$ cat src/rtl/prm_pkg.sv
package prm_pkg;
   localparam int unsigned PRM_PORTS_DEF = 3;
   localparam int unsigned PRM_STRAP_DEF = 2;

   function automatic int unsigned prm_idx_bits(input int unsigned n);
      return $clog2(n + 1);
   endfunction
endpackage

$ cat src/rtl/prm_cfg_regs.sv
module prm_cfg_regs #(
   parameter int unsigned NUM_PORTS   = 3,
   parameter int unsigned STRAP_PORTS = 2,
   parameter int unsigned IDX_W       = 2
) (
   input  logic                            clk,
   input  logic                            rst_n,
   input  logic [NUM_PORTS-1:0]            strap_dis,
   input  logic [NUM_PORTS-1:0]            cfg_dis,
   input  logic [NUM_PORTS-1:0][IDX_W-1:0] cfg_order,
   output logic [NUM_PORTS-1:0]            dis_eff,
   output logic [NUM_PORTS-1:0][IDX_W-1:0] order_q,
   output logic [IDX_W-1:0]                en_count
);
   logic [NUM_PORTS-1:0] strap_mask;
   logic [NUM_PORTS-1:0] strap_q;
   logic [NUM_PORTS-1:0] reg_dis_q;
   logic                 strap_done;

   // only the lower ports carry a strap input
   for (genvar p = 0; p < NUM_PORTS; p++) begin : g_mask
      if (p < STRAP_PORTS) begin : g_strap
         assign strap_mask[p] = 1'b1;
      end else begin : g_fixed
         assign strap_mask[p] = 1'b0;
      end
   end

   always_ff @(posedge clk or negedge rst_n) begin
      if (!rst_n) begin
         reg_dis_q  <= '0;
         strap_q    <= '0;
         strap_done <= 1'b0;
         for (int k = 0; k < NUM_PORTS; k++) begin
            order_q[k] <= IDX_W'(k + 1);
         end
      end else begin
         reg_dis_q <= cfg_dis;
         order_q   <= cfg_order;
         if (!strap_done) begin
            strap_q    <= strap_dis & strap_mask;
            strap_done <= 1'b1;
         end
      end
   end

   assign dis_eff = reg_dis_q | strap_q;

   always_comb begin
      int c;
      c = 0;
      for (int p = 0; p < NUM_PORTS; p++) begin
         if (!dis_eff[p]) c++;
      end
      en_count = IDX_W'(c);
   end

   // once taken, the strap sample never moves
   assert_strap_frozen_R7: assert property (@(posedge clk) disable iff (!rst_n)
      strap_done |=> $stable(strap_q));
endmodule

$ cat src/rtl/prm_order_check.sv
module prm_order_check #(
   parameter int unsigned NUM_PORTS = 3,
   parameter int unsigned IDX_W     = 2
) (
   input  logic [NUM_PORTS-1:0][IDX_W-1:0] order_in,
   output logic [NUM_PORTS-1:0][IDX_W-1:0] order_eff,
   output logic                            bad
);
   always_comb begin
      logic [NUM_PORTS-1:0] seen;
      logic                 hit;
      seen = '0;
      bad  = 1'b0;
      for (int k = 0; k < NUM_PORTS; k++) begin
         hit = 1'b0;
         for (int p = 0; p < NUM_PORTS; p++) begin
            if (int'(order_in[k]) == p + 1) begin
               hit = 1'b1;
               if (seen[p]) bad = 1'b1;
               seen[p] = 1'b1;
            end
         end
         if (!hit) bad = 1'b1;
      end
      for (int k = 0; k < NUM_PORTS; k++) begin
         order_eff[k] = bad ? IDX_W'(k + 1) : order_in[k];
      end
   end
endmodule

$ cat src/rtl/prm_pack.sv
module prm_pack #(
   parameter int unsigned NUM_PORTS = 3,
   parameter int unsigned IDX_W     = 2
) (
   input  logic [NUM_PORTS-1:0]            dis,
   input  logic [NUM_PORTS-1:0][IDX_W-1:0] order_eff,
   output logic [NUM_PORTS-1:0][IDX_W-1:0] l2p,
   output logic [NUM_PORTS-1:0]            l2p_v,
   output logic [NUM_PORTS-1:0][IDX_W-1:0] p2l,
   output logic [NUM_PORTS-1:0]            p2l_v
);
   always_comb begin
      int   cnt;
      int   ph;
      logic en;
      l2p   = '0;
      l2p_v = '0;
      p2l   = '0;
      p2l_v = '0;
      cnt   = 0;
      for (int k = 0; k < NUM_PORTS; k++) begin
         en = 1'b0;
         ph = 0;
         for (int p = 0; p < NUM_PORTS; p++) begin
            if (int'(order_eff[k]) == p + 1) begin
               ph = p;
               en = !dis[p];
            end
         end
         if (en) begin
            for (int l = 0; l < NUM_PORTS; l++) begin
               if (l == cnt) begin
                  l2p[l]   = IDX_W'(ph + 1);
                  l2p_v[l] = 1'b1;
               end
            end
            for (int p = 0; p < NUM_PORTS; p++) begin
               if (p == ph) begin
                  p2l[p]   = IDX_W'(cnt + 1);
                  p2l_v[p] = 1'b1;
               end
            end
            cnt++;
         end
      end
   end
endmodule

$ cat src/rtl/port_remap_top.sv
module port_remap_top #(
   parameter int unsigned NUM_PORTS   = prm_pkg::PRM_PORTS_DEF,
   parameter int unsigned STRAP_PORTS = prm_pkg::PRM_STRAP_DEF,
   parameter int unsigned IDX_W       = prm_pkg::prm_idx_bits(NUM_PORTS)
) (
   input  logic                            clk,
   input  logic                            rst_n,
   input  logic [NUM_PORTS-1:0]            strap_dis,
   input  logic [NUM_PORTS-1:0]            cfg_dis,
   input  logic [NUM_PORTS-1:0][IDX_W-1:0] cfg_order,
   output logic [NUM_PORTS-1:0][IDX_W-1:0] l2p_phys,
   output logic [NUM_PORTS-1:0]            l2p_valid,
   output logic [NUM_PORTS-1:0][IDX_W-1:0] p2l_log,
   output logic [NUM_PORTS-1:0]            p2l_valid,
   output logic [IDX_W-1:0]                active_count,
   output logic                            config_error
);
   localparam int unsigned MIN_W = prm_pkg::prm_idx_bits(NUM_PORTS);

   if (NUM_PORTS < 1 || STRAP_PORTS > NUM_PORTS || IDX_W < MIN_W) begin : g_bad_params
      $error("port_remap_top: illegal parameter set");
   end

   logic [NUM_PORTS-1:0]            dis_eff;
   logic [NUM_PORTS-1:0][IDX_W-1:0] order_q;
   logic [NUM_PORTS-1:0][IDX_W-1:0] order_eff;

   prm_cfg_regs #(.NUM_PORTS(NUM_PORTS), .STRAP_PORTS(STRAP_PORTS), .IDX_W(IDX_W)) u_regs (
      .clk       (clk),
      .rst_n     (rst_n),
      .strap_dis (strap_dis),
      .cfg_dis   (cfg_dis),
      .cfg_order (cfg_order),
      .dis_eff   (dis_eff),
      .order_q   (order_q),
      .en_count  (active_count)
   );

   prm_order_check #(.NUM_PORTS(NUM_PORTS), .IDX_W(IDX_W)) u_check (
      .order_in  (order_q),
      .order_eff (order_eff),
      .bad       (config_error)
   );

   prm_pack #(.NUM_PORTS(NUM_PORTS), .IDX_W(IDX_W)) u_pack (
      .dis       (dis_eff),
      .order_eff (order_eff),
      .l2p       (l2p_phys),
      .l2p_v     (l2p_valid),
      .p2l       (p2l_log),
      .p2l_v     (p2l_valid)
   );

   // count from the disable mask agrees with the packed valid set
   assert_count_matches_R3: assert property (@(posedge clk) disable iff (!rst_n)
      int'(active_count) == $countones(p2l_valid));

   // logical numbering is gap free from 1
   assert_contiguous_R3: assert property (@(posedge clk) disable iff (!rst_n)
      int'(l2p_valid) == ((1 << int'(active_count)) - 1));

   for (genvar p = 0; p < NUM_PORTS; p++) begin : g_port_chk
      // a disabled port never appears in the mapping
      assert_disabled_hidden_R6: assert property (@(posedge clk) disable iff (!rst_n)
         dis_eff[p] |-> (!p2l_valid[p] && p2l_log[p] == '0));
   end

   for (genvar l = 0; l < NUM_PORTS; l++) begin : g_log_chk
      for (genvar p = 0; p < NUM_PORTS; p++) begin : g_phys_chk
         // the two lookups are inverse to each other
         assert_roundtrip_R4: assert property (@(posedge clk) disable iff (!rst_n)
            (l2p_valid[l] && l2p_phys[l] == IDX_W'(p + 1)) |->
               (p2l_valid[p] && p2l_log[p] == IDX_W'(l + 1)));
      end
      // with nothing disabled, an illegal table yields identity order
      assert_fallback_identity_R5: assert property (@(posedge clk) disable iff (!rst_n)
         (config_error && dis_eff == '0) |-> (l2p_phys[l] == IDX_W'(l + 1)));
   end
endmodule

$ cat config.mk
export PLATFORM = sky130hd
export DESIGN_NAME = port_remap_top
export DESIGN_NICKNAME = d
export VERILOG_FILES = /design/src/rtl/prm_pkg.sv /design/src/rtl/prm_cfg_regs.sv /design/src/rtl/prm_order_check.sv /design/src/rtl/prm_pack.sv /design/src/rtl/port_remap_top.sv
export SDC_FILE = /design/constraint.sdc
export NUM_CORES = 1
export LEC_CHECK = 0
export ABC_AREA = 1
export BUFFER_PORTS_ARGS = -buffer_cell sky130_fd_sc_hd__buf_2
export CORE_MARGIN = 4
export CORE_UTILIZATION = 28
export CTS_CLUSTER_SIZE = 16
export DETAILED_ROUTE_END_ITERATION = 7
export RECOVER_POWER = 25
export SETUP_SLACK_MARGIN = 0.4
export SLEW_MARGIN = 5
export SYNTH_ARGS = -nofsm -noshare
export SYNTH_HDL_FRONTEND = slang
export SYNTH_SLANG_ARGS = --single-unit
$ cat constraint.sdc
create_clock -name clk -period 4.8 [get_ports clk]
set_input_delay 0.96 -clock clk [delete_from_list [all_inputs] [get_ports clk]]
set_output_delay 0.96 -clock clk [all_outputs]
set_load 0.005 [all_outputs]
==> flow_summary.yaml, run 1 <==
timing:
  finalCritPeriodShare: 0.7288
  slew_viol_final: 0
  tightest_slew_ns: 0.5930
  fmax_ghz: 0.2859
  skew_ns: 0.0001049
  hold-worst-slack_ns: 0.5029
  setup_ws_ns: 1.302
  period_minus_slack_ns: 3.498
  hold_viol_final: 0
  rsz0062_at_grt: "no"
  slew_headroom: 0.6047
  setup_tns_ns: 0
  setup_viol: 0
yosys:
  synthesis.nets: 155
  ys.warnings.count: 0
  synth_cell_types: 29
  synth-seq-area-share: 0.2912
  ys_ff_latch: 12
  netlist_instances: 135
  synth_area_mm2: 0.001049
  avgSynthCellArea_um2: 7.767
worst_setup_path:
  worstPathMaxFanout: 8
  cp_data_required_time_ns: 3.84
  start_kind: "flop"
  critPathArrivalTime_ns: 2.54
  end_kind: "output pin"
  path_class: "reg -> out"
clocking:
  post_cts_resized: 0
  postCtsHoldBufs: 0
  post-cts-setup-buffers: 0
  clock_latency_ns: 0.24
  cts_buffers: 3
  clock_path_buffers: 2
  cts_tree: "yes"
  numClockSinks: 12
  root_buffer: "clkbuf_8"
  clkTransAtPathRegs_ns: 0.05
  htreeDepth: 1
detailed_routing:
  first_pass_iters: 4
  vias: 929
  wirelength_mm: 2.202
  wl_per_cell_um: 10.19
  drt_iter0_drc: 63
  ant_nets: 0
  drc: 0
  avgViaCountPerCell: 4.301
final_layout:
  final_nets: 191
  drive_gt1_frac: 0.3882
  fin_area_mm2: 0.001308
  area_growth_pct: 24.70
  antenna_cells: 0
outcome:
  status: "finished clean"
pwr:
  leakage_nw: 0.7668
  powerDensity_mw_per_mm2: 231.4
  p_total_w: 0.0003025
  ir_drop_v: 0.0001763
floorplan:
  die_area_mm2: 0.004788
  die_y_um: 69.20
  fp.dieW_um: 69.20
  std_cell_rows: 21
  ios: 35
  core_mm2: 0.003468
  start_util: 0.3023
grt:
  grt_max_degree: 13
  grt_pass1_wl_mm: 3.870
  antenna_found_initial: 0
  grt_use_total: 0.09340
  grt_remaining_overflow: 0
  grt_pass1_vias: 886
place:
  port_buffers: 33
  gp_congestion: 0.7838
  dp_hpwl_mm: 1.856
  placed_cell_area_mm2: 0.001264
  dp_slack_ns: 1.550
hold_path:
  hp-class: "reg -> reg"
job:
  max-cap-violations: 0
==> path summary, 6_finish.rpt <==
check	from	cells after the start	endpoint	slack, ns
setup reg to reg	u_regs.strap_done	1	u_regs.strap_q[1]	3.99
max in group asynchronous	rst_n	1	u_regs.order_q[2]	3.71
min in group asynchronous	rst_n	1	u_regs.strap_q[0]	0.70
setup / recovery	u_regs.order_q[3]	15	l2p_phys[3]	1.30
hold reg to reg	u_regs.strap_q[0]	1	u_regs.strap_q[0]	0.50
hold / removal	u_regs.strap_q[0]	1	u_regs.strap_q[0]	0.50
==> Yosys cell counts <==
cell,instances,area (um^2)
nand3_1,3,15.01
xnor2_1,1,8.760
nand3_2,3,30.03
nor2_8,1,20.02
nand3b_1,1,7.510
nand4_2,2,25.02
nand2_2,7,43.79
nand2_1,27,101.4
dfrtp_1,8,200.2
clkinv_1,1,3.750
nor2_2,1,6.260
and3_1,1,6.260
o21ai_1,1,5.000
o21ai_0,5,25.02
nand4_1,4,25.02
nand3_4,3,52.55
ha_1,6,75.07
mux2_2,2,22.52
or2_2,1,6.260
nand2_4,5,56.30
inv_2,1,3.750
inv_1,23,86.33
dfstp_2,4,105.1
nor3_1,3,15.01
o31ai_1,3,22.52
conb_1,1,3.750
a21oi_4,1,16.27
clkbuf_1,2,7.510
nor2_1,14,52.55
==> sequential cells by signal, summed over array words and instances, names as in the netlist <==
| register | flops |
|---|---|
| u_regs.strap_done | 1 |
| u_regs.reg_dis_q | 3 |
| u_regs.order_q | 6 |
| u_regs.strap_q | 2 |
==> power by group <==
group / total, W / switching [W] / internal (W) / leakage [nW]
combinational: 0.0000970 / 0.0000571 / 0.0000398 / 0.609
sequential: 0.000115 / 0.00000582 / 0.000109 / 0.135
clock: 0.0000909 / 0.0000328 / 0.0000581 / 0.0228
==> metrics by stage <==
stage / cells / util
after global routing: 216 / 0.3770
after detailed placement: 212 / 0.3644
final: 216 / 0.3770
after global placement: 212 / 0.3644
after CTS: 216 / 0.3773
after floorplan: 135 / -
==> area by class of cell <==
class | count | area (um^2)
fillers | 388 | 2161
multi-input cells | 96 | 641.9
flip-flops and latches | 12 | 305.3
repair buffers | 33 | 163.9
inverters | 25 | 93.84
well taps | 46 | 57.56
clock buffers | 4 | 45.04
==> layout by cell type (no fill, tap or decap) <==
| cell | Yosys | routed |
|---|---|---|
| clkbuf_1 | 2 | 2 |
| nor3_1 | 3 | 3 |
| inv_2 | 1 | 1 |
| nand4_2 | 2 | 2 |
| nand3_1 | 3 | 3 |
| nand2_4 | 5 | 5 |
| a21oi_4 | 1 | 1 |
| nand4_1 | 4 | 4 |
| nand3_4 | 3 | 3 |
| nor2_2 | 1 | 1 |
| nand2_2 | 7 | 7 |
| dfrtp_1 | 8 | 8 |
| conb_1 | 1 | 1 |
| o31ai_1 | 3 | 3 |
| mux2_2 | 2 | 2 |
| nand3b_1 | 1 | 1 |
| xnor2_1 | 1 | 1 |
| o21ai_0 | 5 | 5 |
| and3_1 | 1 | 1 |
| clkinv_1 | 1 | 1 |
| nor2_1 | 14 | 14 |
| nand2_1 | 27 | 27 |
| inv_1 | 23 | 23 |
| dfstp_2 | 4 | 4 |
| clkbuf_8 | 0 | 3 |
| ha_1 | 6 | 6 |
| o21ai_1 | 1 | 1 |
| buf_2 | 0 | 32 |
| nand3_2 | 3 | 3 |
| or2_2 | 1 | 1 |
| nor2_8 | 1 | 1 |
==> logic make-up (layout without fill, tap and decap cells) <==
family                     count (synthesis)  in the layout  synth area share
DFF                                       12             12            0.2912
AOI/OAI and AO/OA                         10             10           0.06563
buffers and inverters                     27             62           0.09665
other                                      1              1          0.003577
xor gates and xnor gates                   1              1          0.008355
muxes                                      2              2           0.02148
adders and majority gates                  6              6           0.07160
and+or+nand+nor                           76             76            0.4415
==> layer usage <==
layer | track usage | vias up | wire, um
met1 | 0.1305 | 401 | 1067
met3 | 0.01449 | 2 | 179
met4 | 0.03254 | 0 | 7
li1 | - | 492 | -
met2 | 0.1451 | 34 | 947
met5 | 0 | - | 0
==> worst max-delay path, cell delays in order, from the launching register on <==
cell,delay [ns]
dfstp_2,0.57
nand2_2,0.10
nand2_2,0.09
nand2_4,0.07
nor2_8,0.20
nand3_2,0.11
nand2_1,0.09
nand2_1,0.08
nand2_2,0.15
inv_1,0.08
ha_1,0.31
inv_1,0.07
nor2_2,0.12
nor2_1,0.06
nor2_1,0.09
buf_2,0.12
No activity file was read; power rests on OpenSTA's default activity.
==> inputs of run 2 (changes only) <==
clock period = 3.1 ns   (was 4.8 ns; I/O delays follow)
==> run 2 against run 1 <==
Net effect: clock skew is essentially flat; non-clock buffer count grew 25; clock power grew 56%; critical endpoint is now l2p_phys[2]; highest routed layer unchanged; combinational power grew 130%; first-iteration DRC count shrank 49%.
==> flow_summary.yaml, run 2 (synthesis results as in run 1) <==
place:
  port_buffers: 33
  dp_hpwl_mm: 1.866
  placed_cell_area_mm2: 0.001264
  placedCellCount: 212
  gp_congestion: 0.7756
  dp_slack_ns: 0.1799
detailed_routing:
  first_pass_iters: 4
  ant_nets: 0
  avgViaCountPerCell: 4.361
  wl_per_cell_um: 11.16
  drc: 0
  wirelength_mm: 2.690
  vias: 1051
  drt_iter0_drc: 32
worst_setup_path:
  worstPathMaxFanout: 5
  critPathArrivalTime_ns: 2.26
  start_kind: "flop"
  end_kind: "output pin"
  path_class: "reg -> out"
  cp_data_required_time_ns: 2.48
grt:
  grt_pass1_vias: 1092
  grt_use_total: 0.1163
  grt_remaining_overflow: 0
  antenna_found_initial: 0
  grt_pass1_wl_mm: 4.774
  grt_max_degree: 13
final_layout:
  fillers: 357
  final_common_cell: "buf_2"
  fin_area_mm2: 0.001672
  drive_gt1_frac: 0.5897
  final_cells: 241
  top_register: "u_regs.order_q"
  final_nets: 216
  final_cell_mix: "buf_2 (31), buf_4 (22), nand2_1 (20), inv_1 (18), nor2_1 (13)"
  area_growth_pct: 59.43
  largest_reg_flops: 6
  antenna_cells: 0
  reg_top3: "u_regs.order_q (6), u_regs.reg_dis_q (3), u_regs.strap_q (2)"
clocking:
  postCtsHoldBufs: 0
  clock_path_buffers: 2
  clkTransAtPathRegs_ns: 0.05
  numClockSinks: 12
  cts_buffers: 3
  clock_latency_ns: 0.24
  root_buffer: "clkbuf_8"
  htreeDepth: 1
  cts_tree: "yes"
timing:
  fmax_ghz: 0.3467
  slew_viol_final: 0
  setup_tns_ns: 0
  rsz0062_at_grt: "yes"
  tightest_slew_ns: 0.5988
  period_minus_slack_ns: 2.884
  setup_ws_ns: 0.2158
  finalCritPeriodShare: 0.9304
  skew_ns: 0.0001546
  setup_viol: 0
  hold_viol_final: 0
  slew_headroom: 0.6008
hold_path:
  hp-class: "in -> async"
job:
  max-cap-violations: 0
floorplan:
  core_mm2: 0.003468
  std_cell_rows: 21
  die_y_um: 69.20
  ios: 35
  fp.dieW_um: 69.20
  die_area_mm2: 0.004788
  start_util: 0.3023
pwr:
  leakage_nw: 0.9088
  powerDensity_mw_per_mm2: 324.6
  ir_drop_v: 0.0002620
outcome:
  status: "finished clean"
run 2: cell types whose count changed in the layout (fill, tap and decap cells not counted), sizes merged:
cell,change
buf,+25
run 2: cell type report:
class                           count  area, um^2  share of cell area
Multi-Input combinational cell     96       790.8              0.4731
Timing Repair Buffer               58       369.1              0.2208
Sequential cell                    12       306.5              0.1834
Inverter                           25       102.6             0.06138
Tap cell                           46       57.56             0.03443
Clock buffer                        4       45.04             0.02695
run 2: routing by layer:
metal,vias to the layer above,GRT usage,part of all wire
met5,-,0,0
met4,0,0.05423,0.016
met3,4,0.01739,0.072
met2,36,0.2055,0.51
met1,468,0.1366,0.40
li1,543,-,-
run 2: per-stage QoR:
step                       power, W  utilization  hold slack (ns)
final                     0.0005426       0.4820           0.3587
after global routing      0.0005832       0.4820           0.4104
after CTS                 0.0005332       0.4607           0.2430
after detailed placement  0.0003322       0.3644           0.4921
after global placement    0.0003313       0.3644           0.4887
after floorplan           0.0002790            -           0.3244
run 2: where the power goes:
part	switching (W)	total [W]	internal, W	leakage (nW)
Combinational	0.000117	0.000222	0.000105	0.752
Sequential	0.0000103	0.000179	0.000169	0.134
Clock	0.0000517	0.000142	0.0000901	0.0228
run 2: worst max-delay path, stage by stage (launching register included):
cell	delay [ns]
dfstp_2	0.56
nand2_4	0.08
nand2_4	0.09
nand2_4	0.07
nor2_8	0.12
buf_6	0.13
nand3_2	0.06
nand2_2	0.10
nand3_4	0.11
ha_4	0.30
inv_2	0.04
nor2_4	0.08
nor2_1	0.04
nor2_1	0.11
buf_2	0.12
run 2: path summary, 6_finish.rpt:
check	start	endpoint	slack, ns	depth (start not counted)
worst max-delay path	u_regs.order_q[3]	l2p_phys[2]	0.22	14
worst min-delay path	rst_n	u_regs.strap_q[0]	0.36	1
worst max register to register	u_regs.strap_done	u_regs.strap_q[1]	2.29	1
worst min register to register	u_regs.strap_q[0]	u_regs.strap_q[0]	0.50	1
max in group asynchronous	rst_n	u_regs.order_q[2]	2.31	1
min in group clk	cfg_dis[2]	u_regs.reg_dis_q[2]	0.48	1
run 2: timing repair:
| action | 4_1_cts | 5_1_grt |
|---|---|---|
| gates resized for setup | 33 | 12 |
| setup buffers | 21 | 4 |
| pin swaps | 27 | 6 |
| setup endpoints to repair | 15 | 15 |
| endpoints found under the hold margin | 0 | 0 |
==> inputs of run 3 (changes only) <==
RECOVER_POWER = default   (was 25)
clock period = 3.7 ns   (was 3.1 ns; I/O delays follow)
==> run 3 against run 2 <==
Net effect: die area unchanged; total power decreased by 25%; final cell count decreased by 6.2%; utilization decreased by 7.3 points; clock skew about the same.
==> flow_summary.yaml, run 3 (synthesis results as in run 1) <==
job:
  max-cap-violations: 0
worst_setup_path:
  reg2reg_to: "u_regs.strap_q[1]"
  worstPathMaxFanout: 5
  rr_startpoint: "u_regs.strap_done"
  critPathArrivalTime_ns: 2.36
  start_kind: "flop"
  cp_data_required_time_ns: 2.96
  r2r_slack_ns: 2.89
  worstSetupStartpoint: "u_regs.order_q[5]"
  end_kind: "output pin"
  reg2reg_depth: 1
  path_class: "reg -> out"
pwr:
  leakage_nw: 0.8158
  p_int_w: 0.0002793
  netSwitchingFraction: 0.3168
  p_seq_frac: 0.364
  comb_power_share: 0.348
  ir_drop_v: 0.0002345
  power_frac_clock: 0.288
  powerDensity_mw_per_mm2: 287.9
  p_sw_w: 0.0001295
final_layout:
  antenna_cells: 0
  fillers: 384
  area_growth_pct: 35.44
  reg_top3: "u_regs.order_q (6), u_regs.reg_dis_q (3), u_regs.strap_q (2)"
  final_cells: 226
  multi_input_area_um2: 671.9
  final_nets: 201
  utilization: 0.4095
  seq_area_um2: 305.3
  final_cell_mix: "buf_2 (33), nand2_1 (27), inv_1 (22), nor2_1 (13), buf_4 (10)"
  drive_gt1_frac: 0.4500
  final_common_cell: "buf_2"
  largest_reg_flops: 6
  top_register: "u_regs.order_q"
clocking:
  clock_path_buffers: 2
  clock_latency_ns: 0.24
  cts_tree: "yes"
  root_buffer: "clkbuf_8"
  clkTransAtPathRegs_ns: 0.05
  htreeDepth: 1
  numClockSinks: 12
  postCtsHoldBufs: 0
  cts_buffers: 3
grt:
  grt_pass1_wl_mm: 3.981
  grtUsageMet2: 0.1462
  top_usage_layer: "met2"
  antenna_found_initial: 0
  grt_max_degree: 13
  grt_use_total: 0.09639
  grt_use_met3: 0.02029
  grt_remaining_overflow: 0
  grtUsageMet1: 0.1348
  grt_pass1_vias: 884
timing:
  setup_viol: 0
  fmax_ghz: 0.3224
  finalCritPeriodShare: 0.8383
  rsz0062_at_grt: "no"
  setup_tns_ns: 0
  slew_viol_final: 0
  setup_ws_ns: 0.5982
  hold_viol_final: 0
  period_minus_slack_ns: 3.102
  skew_ns: 0.0003860
  hold-worst-slack_ns: 0.3605
detailed_routing:
  avgViaCountPerCell: 4.239
  vias: 958
  drt_iter0_drc: 56
  first_pass_iters: 4
  ant_nets: 0
  drc: 0
  wl_per_cell_um: 10.18
  wirelength_mm: 2.300
floorplan:
  die_area_mm2: 0.004788
  ios: 35
  core_mm2: 0.003468
  fp.dieW_um: 69.20
  die_y_um: 69.20
  start_util: 0.3023
  std_cell_rows: 21
place:
  gp_congestion: 0.7770
  dp_hpwl_mm: 1.877
  placedCellCount: 212
  port_buffers: 33
  dp_slack_ns: 0.6621
hold_path:
  hp-class: "in -> async"
outcome:
  status: "finished clean"
## run 3: changes by cell type in the layout (fill, tap and decap cells not counted), sizes merged
| cell | delta |
|---|---|
| buf | -14 |
| inv | -1 |
| clkbuf | -1 |
| clkinvlp | +1 |
## run 3: layout make-up
| class | instances | share of cell area |
|---|---|---|
| tap | 46 | 0.04053 |
| multi-input combinational | 96 | 0.4731 |
| clock buffer | 4 | 0.03172 |
| inverter | 25 | 0.07048 |
| timing repair buffer | 43 | 0.1692 |
| sequential | 12 | 0.2150 |
## run 3: worst max path at each step
stage / endpoint
after floorplan: l2p_phys[2]
after global placement: l2p_phys[2]
after detailed placement: l2p_phys[2]
after CTS: l2p_phys[2]
after global routing: l2p_phys[2]
final: l2p_phys[1]
## run 3: critical path: stages (launching register included)
cell and delay [ns]:
dfstp_2 0.53, clkinvlp_4 0.13, nand2_2 0.10, nand2_4 0.07, nor2_8 0.11, buf_4 0.15
nand3_1 0.08, nand2_2 0.10, nand3_4 0.12, inv_4 0.10, ha_1 0.15, nand3_2 0.11
nand2_1 0.09, clkinv_1 0.06, nand2_1 0.06, nand2_1 0.04, buf_2 0.11
## run 3: what timing repair did
| item | 4_1_cts | 5_1_grt |
|---|---|---|
| gates resized for setup | 0 | 7 |
| buffers inserted | 0 | 10 |
| setup endpoints to repair | 0 | 6 |
| hold endpoints to repair | 0 | 0 |
## run 3: stage by stage
| stage | total power (W) | area, um^2 |
|---|---|---|
| floorplan | 0.0002338 | 1049 |
| global placement | 0.0002775 | 1264 |
| detailed placement | 0.0002787 | 1264 |
| CTS | 0.0003985 | 1309 |
| global route | 0.0004460 | 1420 |
| finish | 0.0004088 | 1420 |
## run 3: routing by layer
metal / wire (um) / share of wire / vias to the layer above
met5: 0 / 0 / -
met4: 16 / 0.0070 / 0
met3: 183 / 0.080 / 2
met2: 1013 / 0.44 / 34
met1: 1087 / 0.47 / 401
li1: - / - / 521
## run 3: power by group through the flow
stage / sequential [W] / clock (W) / combinational (W)
2_1_floorplan: 0.000148 / 0 / 0.0000862
6_report: 0.000149 / 0.000118 / 0.000142
5_1_grt: 0.000150 / 0.000134 / 0.000162
3_3_place_gp: 0.000151 / 0 / 0.000127
3_5_place_dp: 0.000151 / 0 / 0.000128
4_1_cts: 0.000149 / 0.000122 / 0.000128
